File: src/rtl/bfly_pkg.sv
package bfly_pkg;

  typedef enum logic {
    MUL_SHIFT_ADD = 1'b0,
    MUL_NATIVE    = 1'b1
  } mul_kind_e;

  function automatic int unsigned mul_latency(mul_kind_e kind, int unsigned aw);
    return (kind == MUL_NATIVE) ? 1 : aw;
  endfunction

endpackage

File: src/rtl/bfly_dly.sv
module bfly_dly #(
  parameter int unsigned W = 1,
  parameter int unsigned D = 1
) (
  input  logic         clk_i,
  input  logic         rst_ni,
  input  logic         en_i,
  input  logic [W-1:0] d_i,
  output logic [W-1:0] q_o
);

  logic [W-1:0] sr_q [D];

  always_ff @(posedge clk_i or negedge rst_ni) begin
    if (!rst_ni) begin
      for (int k = 0; k < D; k++) sr_q[k] <= '0;
    end else if (en_i) begin
      sr_q[0] <= d_i;
      for (int k = 1; k < D; k++) sr_q[k] <= sr_q[k-1];
    end
  end

  assign q_o = sr_q[D-1];

endmodule

File: src/rtl/bfly_mul.sv
module bfly_mul
  import bfly_pkg::*;
#(
  parameter int unsigned AW   = 10,
  parameter int unsigned BW   = 13,
  parameter mul_kind_e   KIND = MUL_SHIFT_ADD,
  localparam int unsigned PW  = AW + BW
) (
  input  logic                 clk_i,
  input  logic                 rst_ni,
  input  logic                 en_i,
  input  logic signed [AW-1:0] a_i,
  input  logic signed [BW-1:0] b_i,
  output logic signed [PW-1:0] p_o
);

  logic signed [PW-1:0] bx;
  assign bx = PW'(b_i);

  if (KIND == MUL_NATIVE) begin : g_native
    logic signed [PW-1:0] ax;
    logic signed [PW-1:0] p_q;
    assign ax = PW'(a_i);

    always_ff @(posedge clk_i or negedge rst_ni) begin
      if (!rst_ni)   p_q <= '0;
      else if (en_i) p_q <= ax * bx;
    end
    assign p_o = p_q;

  end else begin : g_shift_add
    // one stage per data bit; sign bit carries negative weight
    logic signed [PW-1:0] acc_q [AW];
    logic        [AW-1:0] a_q   [AW-1];
    logic signed [PW-1:0] b_q   [AW-1];

    function automatic logic signed [PW-1:0] step(
      input logic signed [PW-1:0] acc,
      input logic        [AW-1:0] a,
      input logic signed [PW-1:0] b,
      input int unsigned          k
    );
      logic signed [PW-1:0] sh;
      sh = b <<< k;
      if (!a[k]) return acc;
      return (k == AW - 1) ? acc - sh : acc + sh;
    endfunction

    always_ff @(posedge clk_i or negedge rst_ni) begin
      if (!rst_ni) begin
        for (int k = 0; k < AW; k++) acc_q[k] <= '0;
        for (int k = 0; k < AW - 1; k++) begin
          a_q[k] <= '0;
          b_q[k] <= '0;
        end
      end else if (en_i) begin
        acc_q[0] <= step('0, a_i, bx, 0);
        a_q[0]   <= a_i;
        b_q[0]   <= bx;
        for (int k = 1; k < AW; k++) begin
          acc_q[k] <= step(acc_q[k-1], a_q[k-1], b_q[k-1], k);
        end
        for (int k = 1; k < AW - 1; k++) begin
          a_q[k] <= a_q[k-1];
          b_q[k] <= b_q[k-1];
        end
      end
    end
    assign p_o = acc_q[AW-1];
  end

endmodule

File: src/rtl/bfly_core.sv
module bfly_core
  import bfly_pkg::*;
#(
  parameter int unsigned IW       = 8,
  parameter int unsigned CXTRA    = 4,
  parameter mul_kind_e   MUL_KIND = MUL_SHIFT_ADD,
  localparam int unsigned CW      = IW + CXTRA,
  localparam int unsigned OW      = IW + 1
) (
  input  logic                 clk_i,
  input  logic                 rst_ni,
  input  logic                 en_i,
  input  logic                 sync_i,
  input  logic signed [IW-1:0] a_re_i,
  input  logic signed [IW-1:0] a_im_i,
  input  logic signed [IW-1:0] b_re_i,
  input  logic signed [IW-1:0] b_im_i,
  input  logic signed [CW-1:0] w_re_i,
  input  logic signed [CW-1:0] w_im_i,
  output logic                 sync_o,
  output logic signed [OW-1:0] sum_re_o,
  output logic signed [OW-1:0] sum_im_o,
  output logic signed [OW-1:0] dif_re_o,
  output logic signed [OW-1:0] dif_im_o
);

  localparam int unsigned DA      = OW + 1;
  localparam int unsigned CA      = CW + 1;
  localparam int unsigned PW      = DA + CA;
  localparam int unsigned MUL_LAT = mul_latency(MUL_KIND, DA);
  localparam int unsigned LAT     = MUL_LAT + 2;
  localparam int unsigned SHIFT   = CW - 2;

  // stage 0: add/subtract and operand forming
  logic signed [OW-1:0] s_re, s_im, d_re, d_im;
  assign s_re = OW'(a_re_i) + OW'(b_re_i);
  assign s_im = OW'(a_im_i) + OW'(b_im_i);
  assign d_re = OW'(a_re_i) - OW'(b_re_i);
  assign d_im = OW'(a_im_i) - OW'(b_im_i);

  logic signed [DA-1:0] x_q [3];
  logic signed [CA-1:0] c_q [3];
  logic        [2*OW-1:0] s_q;

  // m0 = wr*(dr+di), m1 = di*(wr+wi), m2 = dr*(wi-wr)
  always_ff @(posedge clk_i or negedge rst_ni) begin
    if (!rst_ni) begin
      for (int k = 0; k < 3; k++) begin
        x_q[k] <= '0;
        c_q[k] <= '0;
      end
      s_q <= '0;
    end else if (en_i) begin
      x_q[0] <= DA'(d_re) + DA'(d_im);
      c_q[0] <= CA'(w_re_i);
      x_q[1] <= DA'(d_im);
      c_q[1] <= CA'(w_re_i) + CA'(w_im_i);
      x_q[2] <= DA'(d_re);
      c_q[2] <= CA'(w_im_i) - CA'(w_re_i);
      s_q    <= {s_re, s_im};
    end
  end

  logic signed [PW-1:0] m [3];

  for (genvar g = 0; g < 3; g++) begin : g_mul
    bfly_mul #(
      .AW   (DA),
      .BW   (CA),
      .KIND (MUL_KIND)
    ) u_mul (
      .clk_i  (clk_i),
      .rst_ni (rst_ni),
      .en_i   (en_i),
      .a_i    (x_q[g]),
      .b_i    (c_q[g]),
      .p_o    (m[g])
    );
  end

  logic [2*OW-1:0] s_dly;

  bfly_dly #(
    .W (2 * OW),
    .D (MUL_LAT)
  ) u_sum_dly (
    .clk_i  (clk_i),
    .rst_ni (rst_ni),
    .en_i   (en_i),
    .d_i    (s_q),
    .q_o    (s_dly)
  );

  bfly_dly #(
    .W (1),
    .D (LAT)
  ) u_sync_dly (
    .clk_i  (clk_i),
    .rst_ni (rst_ni),
    .en_i   (en_i),
    .d_i    (sync_i),
    .q_o    (sync_o)
  );

  // recombine, drop coefficient scale, wrap to OW
  logic signed [PW:0]   prod_re, prod_im;
  logic signed [OW-1:0] dif_re_d, dif_im_d;
  assign prod_re  = (PW+1)'(m[0]) - (PW+1)'(m[1]);
  assign prod_im  = (PW+1)'(m[0]) + (PW+1)'(m[2]);
  assign dif_re_d = OW'(prod_re >>> SHIFT);
  assign dif_im_d = OW'(prod_im >>> SHIFT);

  always_ff @(posedge clk_i or negedge rst_ni) begin
    if (!rst_ni) begin
      sum_re_o <= '0;
      sum_im_o <= '0;
      dif_re_o <= '0;
      dif_im_o <= '0;
    end else if (en_i) begin
      {sum_re_o, sum_im_o} <= s_dly;
      dif_re_o <= dif_re_d;
      dif_im_o <= dif_im_d;
    end
  end

endmodule

File: config.mk
export PLATFORM = sky130hd
export DESIGN_NAME = bfly_core
export DESIGN_NICKNAME = d
export VERILOG_FILES = /design/src/rtl/bfly_pkg.sv /design/src/rtl/bfly_dly.sv /design/src/rtl/bfly_mul.sv /design/src/rtl/bfly_core.sv
export SDC_FILE = /design/constraint.sdc
export NUM_CORES = 2
export LEC_CHECK = 0
export ABC_AREA = 0
export BUFFER_PORTS_ARGS = -buffer_cell sky130_fd_sc_hd__buf_2
export CORE_MARGIN = 4
export CORE_UTILIZATION = 45
export DETAILED_ROUTE_END_ITERATION = 7
export SYNTH_ARGS = -nofsm -noshare
export SYNTH_HDL_FRONTEND = slang
export SYNTH_HIERARCHICAL = 1
export SYNTH_SLANG_ARGS = --single-unit
File: constraint.sdc
create_clock -name clk_i -period 2.6 [get_ports clk_i]
set_input_delay 0.26 -clock clk_i [delete_from_list [all_inputs] [get_ports clk_i]]
set_output_delay 0.26 -clock clk_i [all_outputs]
set_load 0.01 [all_outputs]
==> reports/metrics.cfg <==
[outcome]
outcome = finished, violations left
violations = negative setup slack

[routing]
first_pass_iters = 7
wl_mm = 152
antenna_left = 0
post_drt_via_cell_ratio = 5.28
wl_per_cell_um = 17.4
drc = 0
first_iter_violations = 2566
vias = 46146

[sta]
post-route-period-util = 1.01
finalHoldViolCount = 0
finalSetupTns_ns = -0.0364
worst_slack_ns = -0.0364
finalSetupViolations = 1
layout_min_cycle_time_ns = 2.64
maxSlewViolCount = 0
relSlewSlack = 0.367
max_freq_mhz = 379
rsz0062_at_grt = true
hold_ws_ns = 0.0790
skew_ns = 0.0437
worst_pin_slew_ns = 0.949

[clocking]
clock_path_buffers = 3
numCtsBuffers = 151
cts.sinks = 1329
clk_latency_ns = 0.79
tritoncts = yes
cts.reportedPaths.clkPinSlew_ns = 0.06
htree_levels = 4
cts-root-buf = clkbuf_16

[final_layout]
syn_to_final_growth_pct = 14.1
post_route_cells_drive_above_1_share = 0.250
stdcell_area_um2 = 81300
fin_nets = 7106
postLayoutCoreUtil = 0.519
nFillCells = 13771

[worst_setup_path]
critPathBufInv = 0
cp-end-kind = flip-flop
cp.arrival_ns = 3.27
worstPathCellList = ha_2 > fa_2 > a21o_1 > a21oi_2 > nor2_1 > o21a_1 > o41a_1 > a311oi_2 > xnor2_1 > a21oi_1 > a21oi_1
crit_required_ns = 3.23
cp_common_cell = a21oi_1
critical_path_class = flip-flop to flip-flop
path_max_fanout = 4
path_delay_family = compound AO/OA/AOI/OAI gates
cp_slowest_cell = o41a_1
critPathMaxStageDelay_ns = 0.40
critPathLaunchType = flip-flop

[power]
p_per_area_nw_per_um2 = 1310
ir_drop_mv = 0.750
p_total_w = 0.107
p_leak_nw = 36.5

[logic_synthesis]
syn-num-nets = 6930
syn-cell-area_um2 = 71300
syn_avg_cell_area_um2 = 11.2
syn_inst = 6376
yosysWarningCount = 6

[global_routing]
antenna_found_initial = 13
grt_overflow = 0
grt_usage = 0.185
grt_pass1_wl_mm = 248
grt_pass1_vias = 46040
grt_max_degree = 145

[placement]
numPortBuffers = 96
routabilityCongestion = 0.863
placed_area_um2 = 74900
dp_hpwl_mm = 111

[job]
cap_viol_max_count = 0

[die]
die-area_um2 = 165000
pin_count = 97
rows = 145
die_h_um = 406
coreArea_um2 = 157000
die_w_um = 406
initial_core_util = 0.455

[worst_hold_path]
hold_class = input pin to flip-flop

[per-stage QoR]
step / worst slack, ns / instances
finish: -0.0364 / 8734
global placement: -0.573 / 8396
floorplan: -0.210 / 6376
detailed placement: -0.561 / 8396
global route: -0.150 / 8731
CTS: -0.0620 / 8707
[cell type report]
cell class                 count  area [um2]  area share
antenna                        3        7.51   0.0000924
inverter                     288        1100      0.0135
clock buffer                 221        4430      0.0545
timing repair buffer         419        3490      0.0430
clock inverter                53         805     0.00990
tap                         2058        2570      0.0317
sequential                  1329       33300       0.409
multi-input combinational   4363       35600       0.438
[repair_timing]
item	4_1_cts	5_1_grt
pin swaps	8	93
setup buffers	1	24
hold buffers	36	0
hold endpoints to repair	553	0
setup endpoints to repair	10	90
resized for setup	15	131
[tightest hold or removal path: cells and delay by family]
kind | cells | cell delay (ns)
adder cells (fa/ha/maj) | 1 | 0.24
AND/OR/NAND/NOR | 1 | 0.15
buffers and inverters | 1 | 0.10
AO/OA/AOI/OAI | 1 | 0.07
[registers in the layout, indices dropped and copies added (netlist names), 11 cells and up]
register	count
u_sum_dly/q_o	18
x_q	26
u_sync_dly/sr_q	11
g_mul.u_mul/g_shift_add.a_q	135
u_sum_dly/sr_q	162
g_mul.u_mul/g_shift_add.acc_q	495
g_mul.u_mul/p_o	57
c_q	37
g_mul.u_mul/g_shift_add.b_q	333
s_q	18
[metal layers]
metal  up-vias  routed length [um]  global-route usage
li1      22806                   -                   -
met1     22636               74200               0.262
met2       512               70000               0.298
met3       192                5000              0.0281
met4         0                3120              0.0461
met5         -                   0                   0
[cell usage in the layout, fill, tap and decap left out, drive strengths merged, types with 9 or more instances in the layout]
cell type / count
dfrtp: 1329
mux2: 853
a21oi: 584
nor2: 549
ha: 460
buf: 383
inv: 290
mux2i: 276
o21ai: 264
xnor2: 242
clkbuf: 221
nand2: 186
a21o: 115
nand3: 90
xor2: 72
nor2b: 64
o21a: 62
nor3: 59
a31oi: 53
o21bai: 47
clkinv: 39
dlygate4sd3: 36
fa: 34
nand2b: 33
a211oi: 28
and3: 27
o211ai: 21
or3: 21
nand4: 19
a21boi: 15
or2: 14
o31ai: 13
and2: 11
nand3b: 9
o311ai: 9
[worst paths after layout]
path,from,endpoint,slack [ns],depth (start not counted)
min in group asynchronous,rst_ni,sum_im_o[5]$_DFFE_PN0P_,0.54,3
max reg2reg,g_mul[0].u_mul/g_shift_add.acc_q[208]$_DFFE_PN0P_,g_mul[0].u_mul/g_shift_add.acc_q[197]$_DFFE_PN0P_,-0.04,11
min reg2reg,g_mul[1].u_mul/g_shift_add.acc_q[27]$_DFFE_PN0P_,g_mul[1].u_mul/p_o[4]$_DFFE_PN0P_,0.49,1
max,g_mul[0].u_mul/g_shift_add.acc_q[208]$_DFFE_PN0P_,g_mul[0].u_mul/g_shift_add.acc_q[197]$_DFFE_PN0P_,-0.04,11
max in group asynchronous,rst_ni,g_mul[2].u_mul/g_shift_add.a_q[19]$_DFFE_PN0P_,0.92,5
min,a_re_i[7],s_q[16]$_DFFE_PN0P_,0.08,4
[report_power, final]
part | leakage (nW) | internal (W) | switching (W)
registers | 15.5 | 0.0290 | 0.00745
logic | 18.5 | 0.0250 | 0.0235
clock network | 2.55 | 0.0128 | 0.00898
total | 36.5 | 0.0668 | 0.0399
No activity file was read; power rests on OpenSTA's default activity.
